[config.mk]
export PLATFORM = sky130hd
export DESIGN_NAME = pterm_cell
export DESIGN_NICKNAME = d
export VERILOG_FILES = /design/src/rtl/pterm_pkg.sv /design/src/rtl/pterm_and.sv /design/src/rtl/pterm_sum.sv /design/src/rtl/pterm_xor.sv /design/src/rtl/pterm_cell.sv
export SDC_FILE = /design/constraint.sdc
export NUM_CORES = 1
export LEC_CHECK = 0
export CAP_MARGIN = 25
export CORE_ASPECT_RATIO = 1.1
export CORE_MARGIN = 2
export CORE_UTILIZATION = 35
export DETAILED_ROUTE_END_ITERATION = 16
export DONT_BUFFER_PORTS = 1
export GPL_ROUTABILITY_DRIVEN = 0
export MAX_ROUTING_LAYER = met4
export PLACE_DENSITY_LB_ADDON = 0.2
export SLEW_MARGIN = 15
export SYNTH_ARGS = -nofsm -noshare
export SYNTH_HDL_FRONTEND = slang
export SYNTH_HIERARCHICAL = 1
export SYNTH_SLANG_ARGS = --single-unit
[constraint.sdc]
create_clock -name vclk -period 1.9
set_input_delay 0.285 -clock vclk [all_inputs]
set_output_delay 0.285 -clock vclk [all_outputs]
set_load 0.02 [all_outputs]
[src/rtl/pterm_pkg.sv]
package pterm_pkg;

  // Second operand choice for the polarity stage.
  typedef enum logic [1:0] {
    XS_ZERO  = 2'b00,
    XS_ONE   = 2'b01,
    XS_TERM  = 2'b10,
    XS_TERM2 = 2'b11
  } xor_sel_e;

  // A literal is violated when it is selected and the input disagrees.
  function automatic logic lit_miss(input logic use_t, input logic use_c, input logic x);
    return (use_t & ~x) | (use_c & x);
  endfunction

  function automatic logic const_operand(input xor_sel_e sel);
    return (sel == XS_ONE);
  endfunction

endpackage

[src/rtl/pterm_and.sv]
module pterm_and #(
  parameter int N_IN = 8
) (
  input  logic [N_IN-1:0] in_vec,
  input  logic [N_IN-1:0] use_true,
  input  logic [N_IN-1:0] use_comp,
  output logic            term
);
  import pterm_pkg::*;

  logic [N_IN-1:0] miss;

  genvar j;
  generate
    for (j = 0; j < N_IN; j++) begin : g_lit
      assign miss[j] = lit_miss(use_true[j], use_comp[j], in_vec[j]);
    end
  endgenerate

  // An empty mask has no misses and yields 1.
  assign term = ~|miss;

endmodule

[src/rtl/pterm_sum.sv]
module pterm_sum #(
  parameter int N_TERM = 5
) (
  input  logic [N_TERM-1:0] terms,
  input  logic [N_TERM-1:0] alloc,
  input  logic              casc_in,
  output logic              local_sum,
  output logic              merged_sum,
  output logic [N_TERM-1:0] ctrl
);
  assign local_sum  = |(terms & alloc);
  assign merged_sum = local_sum | casc_in;
  assign ctrl       = terms & ~alloc;
endmodule

[src/rtl/pterm_xor.sv]
module pterm_xor #(
  parameter int N_TERM = 5,
  parameter int IDX_W  = 3
) (
  input  logic              sum_in,
  input  logic [N_TERM-1:0] terms,
  input  logic [1:0]        mode,
  input  logic [IDX_W-1:0]  idx,
  output logic              operand,
  output logic              result
);
  import pterm_pkg::*;

  function automatic logic pick_term(input logic [N_TERM-1:0] t, input logic [IDX_W-1:0] k);
    logic r;
    r = 1'b0;
    for (int i = 0; i < N_TERM; i++) begin
      if (k == IDX_W'(i)) r = t[i];
    end
    return r;
  endfunction

  xor_sel_e sel;
  assign sel = xor_sel_e'(mode);

  always_comb begin
    if (mode[1]) operand = pick_term(terms, idx);
    else         operand = const_operand(sel);
  end

  assign result = sum_in ^ operand;

endmodule

[src/rtl/pterm_cell.sv]
module pterm_cell #(
  parameter int N_IN   = 8,
  parameter int N_TERM = 5,
  parameter int IDX_W  = (N_TERM > 1) ? $clog2(N_TERM) : 1,
  parameter int MASK_W = N_TERM * N_IN
) (
  input  logic [N_IN-1:0]   in_vec,
  input  logic [MASK_W-1:0] lit_true,
  input  logic [MASK_W-1:0] lit_comp,
  input  logic [N_TERM-1:0] sum_alloc,
  input  logic [1:0]        xor_mode,
  input  logic [IDX_W-1:0]  xor_pt,
  input  logic              casc_in,
  output logic              casc_out,
  output logic              cell_out,
  output logic [N_TERM-1:0] ctrl_pt
);

  // Named internal events, visible to the bound checker.
  logic [N_TERM-1:0] pt_vec;
  logic              local_sum;
  logic              xor_opd;

  genvar k;
  generate
    for (k = 0; k < N_TERM; k++) begin : g_term
      pterm_and #(.N_IN(N_IN)) u_and (
        .in_vec  (in_vec),
        .use_true(lit_true[k*N_IN +: N_IN]),
        .use_comp(lit_comp[k*N_IN +: N_IN]),
        .term    (pt_vec[k])
      );
    end
  endgenerate

  pterm_sum #(.N_TERM(N_TERM)) u_sum (
    .terms     (pt_vec),
    .alloc     (sum_alloc),
    .casc_in   (casc_in),
    .local_sum (local_sum),
    .merged_sum(casc_out),
    .ctrl      (ctrl_pt)
  );

  pterm_xor #(.N_TERM(N_TERM), .IDX_W(IDX_W)) u_xor (
    .sum_in (casc_out),
    .terms  (pt_vec),
    .mode   (xor_mode),
    .idx    (xor_pt),
    .operand(xor_opd),
    .result (cell_out)
  );

endmodule

== After elaboration in Yosys (flattened, before gate mapping) ==
Cells that the tools add are included.
Storage, ports and cells
  register bits: 0
  logic and storage cells: 156
  bits of input ports: 99
Operators by class
  equal/unequal tests: 5
  muxes and demuxes: 6
  reductions and logical operators: 12
  bitwise operators: 133
Operators with widths (number)
  $and 1x1->1: 80
  $or 1x1->1: 41
  $reduce_or 8->1: 5
  $and 5x5->5: 2
  $not 1->1: 8
  $eq 3x2->1 const B: 2
  $mux 1: 6
  $logic_not 1->1: 5
  $not 5->5: 1
  $reduce_or 5->1: 1
  $eq 3x1->1 const B: 1
  $eq 3x3->1 const B: 1
  $logic_not 3->1: 1
  $eq 2x1->1 const B: 1
  $xor 1x1->1: 1

== Logic depth before layout (Yosys ltp) ==
Gate-level depths: netlist of run 1.
  depth in word-level cells: 12
  mapped depth: 7
  gate-level depth less buffers: 7

== Modules after synthesis ==
The synthesis of run 1 kept the hierarchy.
By module, submodules not included
  pterm_and: cells each 11, area each 96.3 µm², seq. area each 0.0 µm², instances 5
  pterm_xor: cells each 7, area each 67.6 µm², seq. area each 0.0 µm², instances 1
  pterm_sum: cells each 9, area each 62.6 µm², seq. area each 0.0 µm², instances 1

== Worst setup path before layout of run 1 ==
Ideal clock, no wire load.
  path kind: input -> output
  from: input port in_vec[7]
  to: output port cell_out
  arrival: 1607 ps
  data required time: 1615 ps
  stages: 6
  path slack: 8 ps
  cell sequence: mux2i_1 > nand4_1 > nor2_1 > a222oi_1 > nand3b_1 > xor2_1
RTL lines
  start: declaration: line pterm_cell.sv:7  | input logic [N_IN-1:0] in_vec,
  $not 1->1: line pterm_pkg.sv:13  | return (use_t & ~x) | (use_c & x);
  $and 1x1->1: line pterm_pkg.sv:13
  $or 1x1->1 *: line pterm_pkg.sv:13
  $reduce_or 8->1 *: line pterm_and.sv:21  | assign term = ~|miss;
  $logic_not 1->1 *: line pterm_and.sv:21
  via pt_vec[3]: line pterm_cell.sv:20  | logic [N_TERM-1:0] pt_vec;
  $and 5x5->5 *: line pterm_sum.sv:11  | assign local_sum = |(terms & alloc);
  $reduce_or 5->1 *: line pterm_sum.sv:11
  $or 1x1->1 *: line pterm_sum.sv:12  | assign merged_sum = local_sum | casc_in;
  via casc_out: line pterm_cell.sv:14  | output logic casc_out,
  $xor 1x1->1 *: line pterm_xor.sv:31  | assign result = sum_in ^ operand;
  end: declaration: line pterm_cell.sv:15  | output logic cell_out,
Mark *: on every way through the listed nets, which the timed path passes. The rest lies on a longest branch.

== Worst setup path after layout of run 1 ==
  from: input port in_vec[4]
  to: output port cell_out
RTL lines
  $not 1->1: line pterm_pkg.sv:13
  $and 1x1->1: line pterm_pkg.sv:13
  $or 1x1->1 *: line pterm_pkg.sv:13
  $reduce_or 8->1 *: line pterm_and.sv:21
  $logic_not 1->1 *: line pterm_and.sv:21
  via pt_vec[4]: line pterm_cell.sv:20
  $mux 1 *: line pterm_xor.sv:18  | if (k == IDX_W'(i)) r = t[i];
  $mux 1 *: line pterm_xor.sv:27  | if (mode[1]) operand = pick_term(terms, idx);
  via xor_opd: line pterm_cell.sv:22  | logic xor_opd;
  $xor 1x1->1 *: line pterm_xor.sv:31
Marks and branches as above.

==> results of run 1 <==
==> what timing repair did <==
item,4_1_cts,5_1_grt
setup endpoints to repair,0,1
gates resized for setup,0,3
hold buffers,0,0
endpoints found under the hold margin,0,0
setup buffers,0,1
==> worst paths after layout <==
check	end	cells after the start	startpoint	slack, ns
setup / recovery	cell_out	8	in_vec[4]	0.08
hold / removal	ctrl_pt[1]	1	sum_alloc[1]	0.65
==> power by group through the flow <==
stage | sequential (mW) | clock [mW] | combinational (mW)
2_1_floorplan | 0 | 0 | 0.0735
3_3_place_gp | 0 | 0 | 0.0851
3_5_place_dp | 0 | 0 | 0.0877
4_1_cts | 0 | 0 | 0.0872
5_1_grt | 0 | 0 | 0.0965
6_report | 0 | 0 | 0.0870
==> area by class of cell <==
cell class | count | area, µm²
fill | 156 | 936
multi-input combinational | 70 | 616
tap | 17 | 21.3
timing repair buffer | 3 | 22.5
==> metrics by stage <==
| stage | power, mW | cells | hold slack, ns | area [µm²] |
|---|---|---|---|---|
| 4_1_cts | 0.0872 | 89 | 0.651 | 644 |
| 5_1_grt | 0.0965 | 90 | 0.652 | 659 |
| 6_report | 0.0870 | 90 | 0.650 | 659 |
| 3_3_place_gp | 0.0851 | 89 | 0.652 | 644 |
| 3_5_place_dp | 0.0877 | 89 | 0.651 | 644 |
| 2_1_floorplan | 0.0735 | 70 | 0.648 | 608 |
==> per-layer routing <==
layer	track usage (%)	routed length, µm
met4	0	0
met2	37.4	1090
met1	15.8	580
met5	-	0
met3	2.26	300
==> layout by cell type, fill, tap and decap left out, drive strengths merged <==
| cell | n |
|---|---|
| mux2i | 40 |
| nand4 | 10 |
| nor2 | 7 |
| nor2b | 4 |
| buf | 3 |
| and2b | 1 |
| a222oi | 1 |
| a22oi | 1 |
| nand3b | 1 |
| mux4 | 1 |
| nand2 | 1 |
| o31a | 1 |
| o2bb2ai | 1 |
| xor2 | 1 |
==> worst max-delay path, cell delays in order <==
cell and delay (ns):
mux2i_1 0.16, nand4_1 0.15, nor2_2 0.15, nand2_1 0.06, o31a_2 0.28, o2bb2ai_2 0.13
xor2_1 0.16, buf_4 0.16
==> impl_results.md, run 1 <==
* Global-route wire length before repair at between 2000 and 3000 µm
* Fin crit share at a little over nine tenths
* Pwr dens at around 130 mW/mm²
* Max_cap viols at 0
* First-pass DRT Iterations at 4
* First DRT Iteration DRCs at 12
* Final min period at around 1.8 ns
* Pin count of the biggest net entering global routing at 6
* Initial Util at 38.1%
* Routed Antenna Nets at 0
* Seq Cell Count at 0
* # rows at 15
* Gr ovfl total at 0
* Pleak at 0.300 nW
* Fmax at between 500 and 600 MHz
* IO buf count at 0
* Post-Synthesis Cells at 70
* Nets at approximately 170
* DIE AREA at ~0.0021 mm²
* Vias per cell at between 6 and 7
* Sw Share at between 30% and 40%
* Diodes inserted at 0
* PnR worst setup slack at 0.0831 ns
* Run status: completed
* Maximum VDD drop at between 0.06 and 0.07 mV
* Netlist Area Pre-Place at 608 µm²
* Initial antenna violation count at 0
* Clock buffers at 0
* Final Hold Violating Endpoints at 0
* Final core occ at 41.3%
* Core box area at 0.00160 mm²
* Pre-CTS setup slack at between 0.05 and 0.06 ns
* Critical Path Fanout Max at 5
* Worst setup EP type: output port
* Slew headroom at a little under three quarters
* Arr. time, crit path at about 1.5 ns
* Layout cell share with drive strength beyond 1 at 13.7%
* Die height at roughly 48 µm
* # DRC at 0
* HP Class: in -> out
* Comb power frac at 100.0%
* Layout area overhead at 8.44%
* RSZ-0062 raised after global routing: false
* Reg area at 0 µm²
* Crit path kind: in -> out
* DR vias at 629
* Req. time, crit path at roughly 1.6 ns
* Internal power at 0.0553 mW
* Least-Margin Pin Slew at 0.432 ns
* Sequential Power Share at 0%
* TNS Setup at 0 ns
* Die X at around 44 µm
* Vias in the first global route at roughly 640
* I/O pin count at between 100 and 150
* Synthesized Nets at 169
* WL/cell at about 22 µm
* Yosys Warn Count at 6
* Setup Viol. Count Final at 0
* WL final at 1970 µm
* Clock power frac at 0%
* Mean Syn Cell Area at between 8 and 9 µm²
* Startpoint Class: input pin
* Final max-slew violation count at 0
* Gr usage total at 16.7%
* Switching Power at between 0.03 and 0.04 mW
Power figures use the tool's default switching activity.
==> run 2, diff against run 1 <==
--- a/config.mk
+++ b/config.mk
@@ -7,7 +7,6 @@
 export LEC_CHECK = 0
 export CAP_MARGIN = 25
 export CORE_ASPECT_RATIO = 1.1
-export CORE_MARGIN = 2
 export CORE_UTILIZATION = 35
 export DETAILED_ROUTE_END_ITERATION = 16
 export DONT_BUFFER_PORTS = 1
==> impl_results.md, run 2 (synthesized netlist as in run 1, its figures left out) <==
* Run status: completed
* Layout cell share with drive strength beyond 1 at 9.72% (-4.0 points)
* Die height at 45.7 µm (-4.2%)
* Comb power frac at 100.0% (about the same)
* Final min period at 1.82 ns (-0.0000868 ns)
* Maximum VDD drop at 0.0444 mV (-28%)
* Critical Path Fanout Max at 5 (unchanged)
* Clock buffers at 0 (unchanged)
* Pin count of the biggest net entering global routing at 6 (unchanged)
* Pleak at 0.295 nW (-1.7%)
* Global-route wire length before repair at 2620 µm (+2.5%)
* Most frequent cells in the layout: 40 x mux2i_1, 10 x nand4_1, 6 x nor2_1, 4 x nor2b_1, 2 x buf_4
* Final Hold Violating Endpoints at 0 (unchanged)
* Core box area at 0.00160 mm² (unchanged)
* Cts repair resizes at 0 (unchanged)
* Slew headroom at 72.2% (+1.0 points)
* HP Class: in -> out
* Vias in the first global route at 642 (unchanged)
* DR vias at 619 (-1.6%)
* Die X at 41.7 µm (-4.6%)
* IO buf count at 0 (unchanged)
* Sequential Power Share at 0% (unchanged)
* WL/cell at 20.8 µm (-5.1%)
* Fmax at 550 MHz (about the same)
* Internal power at 0.0551 mW (-0.34%)
* First DRT Iteration DRCs at 5 (-7)
* Sw Share at 35.5% (-1.1 points)
* Diodes inserted at 0 (unchanged)
* DIE AREA at 0.00191 mm² (-8.6%)
* Pwr dens at 132 mW/mm² (about the same)
* Clock power frac at 0% (unchanged)
* Layout Cells excl Fill at 89 (-1.1%)
* Worst setup EP type: output port
* Reg area at 0 µm² (unchanged)
* Arr. time, crit path at 1.53 ns (about the same)
* Layout area overhead at 6.38%
* Vias per cell at 6.96 (-0.48%)
* Hold buffers post-CTS at 0 (unchanged)
* Fin crit share at 95.6% (about the same)
* Nets at 173 (-0.57%)
* Switching Power at 0.0302 mW (-4.8%)
* Multi-input logic area at 611 µm² (-0.81%)
* WL final at 1850 µm (-6.1%)
* Initial Util at 38.1% (unchanged)
* Req. time, crit path at 1.62 ns (about the same)
* First-pass DRT Iterations at 4 (unchanged)
* Placed cell count at 89 (unchanged)
* Max_cap viols at 0 (unchanged)
* Startpoint Class: input pin
* Setup Viol. Count Final at 0 (unchanged)
* Fill cells at 169 (+8.3%)
* Post-CTS Setup Bufs at 0 (unchanged)
* Routed Antenna Nets at 0 (unchanged)
* Gr usage total at 18.0% (+1.3 points)
* TNS Setup at 0 ns (unchanged)
* Most common cell after layout, fill and taps aside: mux2i_1
* Crit path kind: in -> out
* Least-Margin Pin Slew at 0.416 ns (-0.0155 ns)
* Gr ovfl total at 0 (unchanged)
* # DRC at 0 (unchanged)
* Final max-slew violation count at 0 (unchanged)
* Seq Cell Count at 0 (unchanged)
* Initial antenna violation count at 0 (unchanged)
* # rows at 15 (unchanged)
* I/O pin count at 106 (unchanged)
==> run 2: changes by cell type in the layout (fill, tap and decap cells not counted), sizes merged <==
| cell | previous run | this run |
|---|---|---|
| buf | 3 | 2 |
==> run 2: per-layer routing <==
layer,GRT usage (%),up-vias,share of wire (%)
met5,-,-,0
met4,0,0,0
met3,1.59,0,12
met2,40.3,64,57
met1,17.5,266,31
li1,-,289,-
==> run 2: path summary, 6_finish.rpt <==
check	startpoint	end	cells after the start
worst max-delay path	in_vec[2]	cell_out	8
worst min-delay path	sum_alloc[0]	ctrl_pt[0]	1
==> run 2: critical path, stage by stage <==
cell	delay, ns
mux2i_1	0.16
nand4_1	0.14
nor2_2	0.17
nand2_1	0.07
o31a_2	0.28
o2bb2ai_2	0.12
xor2_1	0.16
buf_4	0.16
==> run 2: final cells by class <==
cell class	instances	area share, %
Multi-Input combinational cell	70	94.4
Timing Repair Buffer	2	2.32
Tap cell	17	3.29
==> run 2: through the flow <==
stage                     cell area (µm²)  worst slack (ns)  power, mW  hold WS [ns]  utilization (%)
after CTS                             644            0.0518     0.0861         0.651             40.4
after global placement                644            0.0741     0.0839         0.652             40.4
after detailed placement              644            0.0543     0.0864         0.651             40.4
after global routing                  647          -0.00736     0.0937         0.656             40.5
after floorplan                       608            0.0831     0.0735         0.648                -
final                                 647            0.0832     0.0853         0.650             40.5
==> run 2: power groups by stage <==
stage	Sequential, mW	Clock, mW	Combinational [mW]
after CTS	0	0	0.0861
after detailed placement	0	0	0.0864
after global placement	0	0	0.0839
final	0	0	0.0853
after floorplan	0	0	0.0735
after global routing	0	0	0.0937
==> run 3, diff against run 2 <==
--- a/config.mk
+++ b/config.mk
@@ -6,9 +6,9 @@
 export NUM_CORES = 1
 export LEC_CHECK = 0
 export CAP_MARGIN = 25
-export CORE_ASPECT_RATIO = 1.1
-export CORE_UTILIZATION = 35
+export CORE_AREA = 2 2 41 43
 export DETAILED_ROUTE_END_ITERATION = 16
+export DIE_AREA = 0 0 43 45
 export DONT_BUFFER_PORTS = 1
 export GPL_ROUTABILITY_DRIVEN = 0
 export MAX_ROUTING_LAYER = met4
==> impl_results.md, run 3 (synthesized netlist as in run 1, its figures left out) <==
* Run status: completed
* DR vias at 635 (+2.6%)
* HP Class: in -> out
* Fin crit share at 95.9% (+0.32 points)
* RSZ-0062 raised after global routing: false
* Vias in the first global route at 668 (+4.0%)
* Pwr dens at 133 mW/mm² (+1.0%)
* Gr ovfl total at 0 (unchanged)
* Crit path cell chain: mux2i_1 > nand4_1 > nor2_2 > nand2_1 > o31a_2 > o2bb2ai_2 > xor2_1 > buf_4
* Vias per cell at 7.22 (+3.8%)
* Final max-slew violation count at 0 (unchanged)
* WL final at 1900 µm (+2.3%)
* Pin count of the biggest net entering global routing at 6 (unchanged)
* Die height at 45 µm (-1.6%)
* Pleak at 0.295 nW (unchanged)
* Max_cap viols at 0 (unchanged)
* CP peak stage delay at 0.28 ns (about the same)
* Die X at 43 µm (+3.0%)
* WL/cell at 21.5 µm (+3.4%)
* Slowest CP cell: o31a_2
* Core box area at 0.00147 mm² (-7.8%)
* Gr usage total at 17.2% (-0.83 points)
* Fill cells at 172 (+1.8%)
* # DRC at 0 (unchanged)
* Seq Cell Count at 0 (unchanged)
* # rows at 14 (-1)
* Reg area at 0 µm² (unchanged)
* Worst Setup SP: in_vec[4]
* Diodes inserted at 0 (unchanged)
* WHS at 0.651 ns (+0.00150 ns)
* Nets at 173 (unchanged)
* I/O pin count at 106 (unchanged)
* Hold buffers post-CTS at 0 (unchanged)
* IO buf count at 0 (unchanged)
* Most common cell after layout, fill and taps aside: mux2i_1
* Layout cell share with drive strength beyond 1 at 9.72% (unchanged)
* Final core occ at 43.9% (+3.3 points)
* Initial Util at 41.3% (+3.2 points)
* Post-DP HPWL at 1810 µm
* Final Hold Violating Endpoints at 0 (unchanged)
* First DRT Iteration DRCs at 4 (-1)
* Crit path kind: in -> out
* TNS Setup at 0 ns (unchanged)
* Critical Path Fanout Max at 5 (unchanged)
* First-pass DRT Iterations at 5 (+1)
* Setup Viol. Count Final at 0 (unchanged)
* Global-route wire length before repair at 2530 µm (-3.7%)
* Worst setup EP type: output port
* Layout area overhead at 6.17%
* Routed Antenna Nets at 0 (unchanged)
* Startpoint Class: input pin
* Final min period at 1.82 ns (+0.00608 ns)
* Cts repair resizes at 0 (unchanged)
* Req. time, crit path at 1.62 ns (about the same)
* Fmax at 549 MHz (-0.33%)
* Least-Margin Pin Slew at 0.427 ns (+0.0107 ns)
* DIE AREA at 0.00194 mm² (+1.4%)
* Initial antenna violation count at 0 (unchanged)
* Slew headroom at 71.5% (-0.72 points)
* Most frequent cells in the layout: 40 x mux2i_1, 10 x nand4_1, 6 x nor2_1, 4 x nor2b_1, 2 x buf_4
* Arr. time, crit path at 1.54 ns (about the same)
* Crit path capture: cell_out
* Post-CTS Setup Bufs at 0 (unchanged)
* Maximum VDD drop at 0.0585 mV (+32%)
* Clock buffers at 0 (unchanged)
[run 3: cell counts in the layout (fill, tap and decap cells not counted)]
No cell type changed its count.
[run 3: critical path: cells and delay by family]
family,cells,cell delay [ns]
buf+inv,1,0.16
xor+xnor,1,0.16
simple gates,3,0.36
compound gates,2,0.40
mux,1,0.17
[run 3: where the power goes]
part           internal [mW]  switching, mW  total [mW]  leakage, nW
sequential                 0              0           0            0
combinational         0.0551         0.0310      0.0860        0.295
clock                      0              0           0            0
total                 0.0551         0.0310      0.0860        0.295
[run 3: cell type report]
| cell class | instances | area, µm² | area share (%) |
|---|---|---|---|
| Tap cell | 16 | 20.0 | 3.10 |
| Multi-Input combinational cell | 70 | 611 | 94.6 |
| Timing Repair Buffer | 2 | 15.0 | 2.33 |
[run 3: stage by stage]
stage	power, mW	setup WS [ns]	area, µm²	cells
after floorplan	0.0735	0.0831	608	70
after global placement	0.0846	0.0676	643	88
after detailed placement	0.0874	0.0522	643	88
after CTS	0.0871	0.0410	643	88
after global routing	0.0949	0.00189	646	88
final	0.0860	0.0771	646	88
[run 3: worst min-delay path by stage]
| stage | endpoint | from | depth (start not counted) |
|---|---|---|---|
| detailed placement | ctrl_pt[1] | sum_alloc[1] | 1 |
| global placement | ctrl_pt[0] | sum_alloc[0] | 1 |
| floorplan | ctrl_pt[0] | sum_alloc[0] | 1 |
| finish | ctrl_pt[0] | sum_alloc[0] | 1 |
| CTS | ctrl_pt[1] | sum_alloc[1] | 1 |
| global route | ctrl_pt[0] | sum_alloc[0] | 1 |
[run 3: per-layer routing]
layer	up-vias	global-route usage, %	share of wire (%)
li1	289	-	-
met3	4	3.20	14
met2	62	39.7	57
met5	-	-	0
met1	280	13.5	28
met4	0	2.42	1.2
